<file path="config.mk">
export PLATFORM = sky130hd
export DESIGN_NAME = ext_mem_seq
export DESIGN_NICKNAME = d
export VERILOG_FILES = /design/src/rtl/emts_pkg.sv /design/src/rtl/emts_window.sv /design/src/rtl/emts_ctrl.sv /design/src/rtl/emts_pins.sv /design/src/rtl/ext_mem_seq.sv
export SDC_FILE = /design/constraint.sdc
export NUM_CORES = 1
export LEC_CHECK = 0
export ABC_CLOCK_PERIOD_IN_PS = 9400
export BUFFER_PORTS_ARGS = -buffer_cell sky130_fd_sc_hd__buf_4
export CORE_AREA = 5 5 79 81
export CTS_CLUSTER_SIZE = 25
export DETAILED_ROUTE_END_ITERATION = 10
export DIE_AREA = 0 0 84 86
export PLACE_DENSITY_LB_ADDON = 0.15
export SETUP_SLACK_MARGIN = 0.5
export SYNTH_ARGS = -nofsm -noshare
export SYNTH_HDL_FRONTEND = slang
export SYNTH_SLANG_ARGS = --single-unit
</file>
<file path="constraint.sdc">
create_clock -name clk2x -period 9.4 [get_ports clk2x]
set_input_delay 0.47 -clock clk2x [delete_from_list [all_inputs] [get_ports clk2x]]
set_output_delay 0.47 -clock clk2x [all_outputs]
set_load 0.01 [all_outputs]
</file>
<file path="src/rtl/emts_pkg.sv">
package emts_pkg;

    localparam int NUM_SEG = 3;
    localparam int SEG_W   = $clog2(NUM_SEG + 1);
    localparam int TICK_W  = 3;

    localparam logic [TICK_W-1:0] READ_END_TICK = TICK_W'(4);
    localparam logic [TICK_W-1:0] OE_LEN        = TICK_W'(2);

    // captured description of the access in flight
    typedef struct packed {
        logic             write;
        logic [SEG_W-1:0] seg;
        logic             adv;
        logic             wdly;
        logic             seg_dly;
    } acc_t;

    // tick numbers at which each pin turns on, and the common end tick
    typedef struct packed {
        logic [TICK_W-1:0] strobe_on;
        logic [TICK_W-1:0] oe_on;
        logic [TICK_W-1:0] en_on;
        logic [TICK_W-1:0] end_t;
    } win_t;

    function automatic logic [TICK_W-1:0] start_tick(acc_t a);
        return (a.write && !a.adv) ? TICK_W'(2) : TICK_W'(1);
    endfunction

    function automatic logic [TICK_W-1:0] oe_tick(acc_t a);
        return start_tick(a) + (a.wdly ? TICK_W'(2) : TICK_W'(1));
    endfunction

    function automatic logic [TICK_W-1:0] end_tick(acc_t a);
        return a.write ? (oe_tick(a) + OE_LEN) : READ_END_TICK;
    endfunction

    function automatic logic [TICK_W-1:0] en_tick(acc_t a);
        return start_tick(a) + TICK_W'(a.seg_dly);
    endfunction

endpackage

</file>
<file path="src/rtl/emts_window.sv">
module emts_window
    import emts_pkg::*;
(
    input  acc_t acc,
    output win_t win
);
    always_comb begin
        win.strobe_on = start_tick(acc);
        win.oe_on     = oe_tick(acc);
        win.en_on     = en_tick(acc);
        win.end_t     = end_tick(acc);
    end
endmodule

</file>
<file path="src/rtl/emts_ctrl.sv">
module emts_ctrl
    import emts_pkg::*;
#(
    parameter int DATA_W = 16
) (
    input  logic              clk2x,
    input  logic              rst,
    input  logic              cfg_strobe_adv,
    input  logic              cfg_wdata_dly,
    input  logic [NUM_SEG-1:0] cfg_seg_dly,
    input  logic              req_valid,
    input  logic              req_write,
    input  logic [SEG_W-1:0]  req_seg,
    input  logic [DATA_W-1:0] req_wdata,
    output logic              n_active,
    output logic [TICK_W-1:0] n_tick,
    output acc_t              n_acc,
    output logic [DATA_W-1:0] n_data
);
    logic              active_q;
    logic [TICK_W-1:0] tick_q;
    acc_t              acc_q;
    logic [DATA_W-1:0] data_q;
    logic              accept;
    logic              last;
    logic              sel_dly;

    always_comb begin
        sel_dly = 1'b0;
        for (int i = 0; i < NUM_SEG; i++) begin
            if (req_seg == SEG_W'(i)) sel_dly = cfg_seg_dly[i];
        end
    end

    assign accept = !active_q && req_valid && (req_seg < SEG_W'(NUM_SEG));
    assign last   = active_q && (tick_q == end_tick(acc_q) - TICK_W'(1));

    always_comb begin
        n_active = active_q;
        n_tick   = tick_q;
        n_acc    = acc_q;
        n_data   = data_q;
        if (accept) begin
            n_active      = 1'b1;
            n_tick        = TICK_W'(1);
            n_acc.write   = req_write;
            n_acc.seg     = req_seg;
            n_acc.adv     = cfg_strobe_adv;
            n_acc.wdly    = cfg_wdata_dly;
            n_acc.seg_dly = sel_dly;
            n_data        = req_wdata;
        end else if (last) begin
            n_active = 1'b0;
            n_tick   = '0;
        end else if (active_q) begin
            n_tick = tick_q + TICK_W'(1);
        end
    end

    always_ff @(posedge clk2x) begin
        if (rst) begin
            active_q <= 1'b0;
            tick_q   <= '0;
            acc_q    <= '0;
            data_q   <= '0;
        end else begin
            active_q <= n_active;
            tick_q   <= n_tick;
            acc_q    <= n_acc;
            data_q   <= n_data;
        end
    end

    // captured access must not change while it runs
    assert_acc_held_R8: assert property (@(posedge clk2x) disable iff (rst)
        (active_q && !last) |=> $stable(acc_q));

    // the access always reaches its end tick within the counter range
    assert_tick_progress_R5: assert property (@(posedge clk2x) disable iff (rst)
        (active_q && !last) |=> (tick_q == $past(tick_q) + TICK_W'(1)));
endmodule

</file>
<file path="src/rtl/emts_pins.sv">
module emts_pins
    import emts_pkg::*;
#(
    parameter int DATA_W = 16
) (
    input  logic              clk2x,
    input  logic              rst,
    input  logic              n_active,
    input  logic [TICK_W-1:0] n_tick,
    input  acc_t              n_acc,
    input  logic [DATA_W-1:0] n_data,
    output logic              busy,
    output logic              strobe_n,
    output logic [NUM_SEG-1:0] seg_en,
    output logic              bus_oe,
    output logic [DATA_W-1:0] bus_wdata
);
    win_t               win;
    logic               in_win;
    logic               strobe_d;
    logic               oe_d;
    logic [NUM_SEG-1:0] en_d;

    emts_window u_win (
        .acc (n_acc),
        .win (win)
    );

    assign in_win   = n_active && (n_tick < win.end_t);
    assign strobe_d = in_win && n_acc.write && (n_tick >= win.strobe_on);
    assign oe_d     = in_win && n_acc.write && (n_tick >= win.oe_on);

    for (genvar i = 0; i < NUM_SEG; i++) begin : g_en
        assign en_d[i] = in_win && (n_acc.seg == SEG_W'(i)) && (n_tick >= win.en_on);
    end

    always_ff @(posedge clk2x) begin
        if (rst) begin
            busy      <= 1'b0;
            strobe_n  <= 1'b1;
            seg_en    <= '0;
            bus_oe    <= 1'b0;
            bus_wdata <= '0;
        end else begin
            busy      <= n_active;
            strobe_n  <= !strobe_d;
            seg_en    <= en_d;
            bus_oe    <= oe_d;
            bus_wdata <= n_data;
        end
    end

    assert_oe_under_strobe_R4: assert property (@(posedge clk2x) disable iff (rst)
        bus_oe |-> !strobe_n);

    assert_oe_two_ticks_R5: assert property (@(posedge clk2x) disable iff (rst)
        $rose(bus_oe) |=> bus_oe);

    assert_oe_not_three_R5: assert property (@(posedge clk2x) disable iff (rst)
        (bus_oe && $past(bus_oe)) |=> !bus_oe);

    assert_single_enable_R6: assert property (@(posedge clk2x) disable iff (rst)
        $onehot0(seg_en));

    assert_pins_need_busy_R2: assert property (@(posedge clk2x) disable iff (rst)
        ((|seg_en) || bus_oe || !strobe_n) |-> busy);

    assert_wdata_held_R8: assert property (@(posedge clk2x) disable iff (rst)
        (bus_oe && $past(bus_oe)) |-> $stable(bus_wdata));

    assert_no_read_overlap_R9: assert property (@(posedge clk2x) disable iff (rst)
        ((|seg_en) && strobe_n) |-> !bus_oe);
endmodule

</file>
<file path="src/rtl/ext_mem_seq.sv">
module ext_mem_seq
    import emts_pkg::*;
#(
    parameter int DATA_W = 16
) (
    input  logic              clk2x,
    input  logic              rst,
    input  logic              cfg_strobe_adv,
    input  logic              cfg_wdata_dly,
    input  logic [NUM_SEG-1:0] cfg_seg_dly,
    input  logic              req_valid,
    input  logic              req_write,
    input  logic [SEG_W-1:0]  req_seg,
    input  logic [DATA_W-1:0] req_wdata,
    output logic              busy,
    output logic              strobe_n,
    output logic [NUM_SEG-1:0] seg_en,
    output logic              bus_oe,
    output logic [DATA_W-1:0] bus_wdata
);
    logic              n_active;
    logic [TICK_W-1:0] n_tick;
    acc_t              n_acc;
    logic [DATA_W-1:0] n_data;

    emts_ctrl #(.DATA_W(DATA_W)) u_ctrl (
        .clk2x          (clk2x),
        .rst            (rst),
        .cfg_strobe_adv (cfg_strobe_adv),
        .cfg_wdata_dly  (cfg_wdata_dly),
        .cfg_seg_dly    (cfg_seg_dly),
        .req_valid      (req_valid),
        .req_write      (req_write),
        .req_seg        (req_seg),
        .req_wdata      (req_wdata),
        .n_active       (n_active),
        .n_tick         (n_tick),
        .n_acc          (n_acc),
        .n_data         (n_data)
    );

    emts_pins #(.DATA_W(DATA_W)) u_pins (
        .clk2x     (clk2x),
        .rst       (rst),
        .n_active  (n_active),
        .n_tick    (n_tick),
        .n_acc     (n_acc),
        .n_data    (n_data),
        .busy      (busy),
        .strobe_n  (strobe_n),
        .seg_en    (seg_en),
        .bus_oe    (bus_oe),
        .bus_wdata (bus_wdata)
    );
endmodule

</file>
==> results.cfg <==
[floorplan]
row_count = 27
fp.dieW_um = 84
die_area_mm2 = 0.00722
io_pins = 49
die_h_um = 86
start_util_pct = 29.1
coreArea_mm2 = 0.00541

[global_route]
antenna_found_initial = 0
grt_pass1_vias = 1327
grt_usage_pct = 10.8
gr-total-overflow = 0
grt_max_degree = 28
grt_pass1_wl_um = 6180

[critical_path]
crit_type = reg -> reg
r2r_slack_ps = 6020
crit_path_end_kind = flip-flop
reg2reg_depth = 11
startpoint_type = flip-flop
worstPathMaxFanout = 22
critical_path_arrival_ps = 3530
cp.required_ps = 9550

[synthesis]
syn-cell-area_mm2 = 0.00158
ys.flop_type = dfxtp_1
syn-num-nets = 229
yosysMostFrequentCell = nand2_1
ys_seq_elements = 31
synth_cells = 187
yosysSeqAreaShare_pct = 39.4
synth_top_area_share_pct = 39.4
synth_cell_types = 38
yosys_warnings = 0
synth.largest_area_cell = dfxtp_1
syn_avg_cell_area_um2 = 8.42
synth_enable_flop_cells = 0
ys_async_sr_fraction_pct = 0
synth.area.top_cells = dfxtp_1 (39%), ha_1 (12%), nand2_1 (10%)
yosys-top-cells-count = nand2_1 (44), dfxtp_1 (31), a21oi_1 (21), ha_1 (15), nor2_1 (10)

[power]
fin_total_pwr_mw = 0.326
power_density_mw_per_mm2 = 155
p_leak_nw = 0.918
vdd_drop_max_mv = 0.0517

[clock_tree]
cts-resized-gates = 0
cts_tree = done
htree_levels = 2
clk_pin_slew_ps = 60
worstSkewPairLatency_ps = 280
clock-sinks = 31
cts-root-buf = clkbuf_8
cts_buffers = 5
ctsHoldBuffers = 0
cts_setup_buffers = 0
cts_buffer_depth = 2

[sta]
hold_violations = 0
worst_pin_slew_ps = 1010
finalCriticalPeriod_ps = 3380
finClkSkew_ps = 1.75
rsz0062_at_grt = no
max_freq_ghz = 0.296
relSlewSlack_pct = 32.3
setup_viol = 0
tns_ps = 0
drv_slew = 0
post-route-period-util_pct = 36.0

[run_status]
status = finished clean

[placed_design]
dp_hpwl_um = 2870
io_buffers = 48
gp_congestion = 0.801
dp_cells = 300

[final_layout]
syn2layout_area_growth_pct = 33.2
layout-drive-gt1-share_pct = 26.7
final_nets = 277
n_antenna_cell = 0
layout.cells.non_filler = 308

[drt]
via_per_inst = 4.47
wl_um = 3810
drc = 0
wl_per_cell_um = 12.4
via_count = 1377
drt_iter0_drc = 67
dr.pass1.iters = 4
ant_nets = 0

[min_path]
holdPathStages = 3
worstHoldPathType = in -> reg

[flow_run]
cap_violations = 0
[critical path: stages (launching register included)]
cell and delay, ps:
dfxtp_1 470, nand2b_4 220, nand2b_1 720, mux2i_1 330, nand2_1 220, ha_1 330, inv_1 40, ha_1 250
nand2b_1 160, o221a_1 240, o21ai_2 200, nor3_1 70
[cell usage in the layout (no fill, tap or decap), drive strengths merged, types with 2 or more instances in the layout]
| cell type | synthesis | layout |
|---|---|---|
| o21ai | 6 | 6 |
| inv | 7 | 7 |
| buf | 4 | 48 |
| a21oi | 22 | 22 |
| dfxtp | 31 | 31 |
| o211ai | 2 | 2 |
| nor2b | 2 | 2 |
| nor3 | 3 | 3 |
| a211oi | 2 | 2 |
| a31oi | 3 | 3 |
| xnor2 | 3 | 3 |
| nand2b | 8 | 8 |
| o22ai | 2 | 2 |
| nand2 | 44 | 44 |
| mux2i | 3 | 3 |
| clkbuf | 3 | 8 |
| nand3b | 2 | 2 |
| nor2 | 10 | 10 |
| ha | 15 | 15 |
[layout make-up]
cell class                 count  area [um2]
fill                         578        3310
multi-input combinational    142         901
timing repair buffer          48         360
clock buffer                   8         100
sequential                    31         621
tap                           72        90.1
inverter                       7        26.3
[path summary, 6_finish.rpt]
kind                       startpoint                   to
setup / recovery          u_pins.busy     u_pins.seg_en[0]
hold / removal           req_wdata[9]  u_pins.bus_wdata[9]
setup reg to reg          u_pins.busy     u_pins.seg_en[0]
hold reg to reg   u_pins.bus_wdata[2]  u_pins.bus_wdata[2]
[metal layers]
layer / vias to the layer above / wire, um / global-route usage, %
met2: 31 / 1730 / 17.4
met5: - / 0 / 0
met3: 5 / 200 / 3.75
li1: 740 / - / -
met4: 0 / 65 / 5.26
met1: 601 / 1810 / 12.9
[sequential cells by signal, summed over array words and instances, names as in the netlist]
register,cells
u_pins.bus_wdata,16
u_pins.busy,1
u_pins.seg_en,3
u_ctrl.tick_q,3
u_ctrl.acc_q,6
u_pins.bus_oe,1
u_pins.strobe_n,1
[per-stage QoR]
stage               instance area [um2]  util (%)  hold WS [ps]  worst slack (ps)
global placement                   2000      37.0           444              5920
CTS                                2100      38.8           430              5980
detailed placement                 2000      37.0           448              5980
floorplan                          1580         -           474              6410
finish                             2100      38.8           433              6020
global route                       2100      38.8           434              5740
[where the power goes]
group | leakage, nW | switching (mW) | internal [mW]
Clock | 0.0515 | 0.0469 | 0.0667
Sequential | 0.254 | 0.00508 | 0.139
Combinational | 0.613 | 0.0364 | 0.0322
[cells by family (layout without fill, tap and decap cells)]
group / after synthesis / count (layout) / share of synthesized area [%]
compound gates: 46 / 46 / 19.4
simple gates: 73 / 73 / 21.5
fa+ha+maj: 15 / 15 / 11.9
xor+xnor: 4 / 4 / 2.22
buf+inv: 14 / 63 / 3.42
flops: 31 / 31 / 39.4
other cells: 1 / 1 / 0.238
mux: 3 / 3 / 1.91
Power figures use the tool's default switching activity.
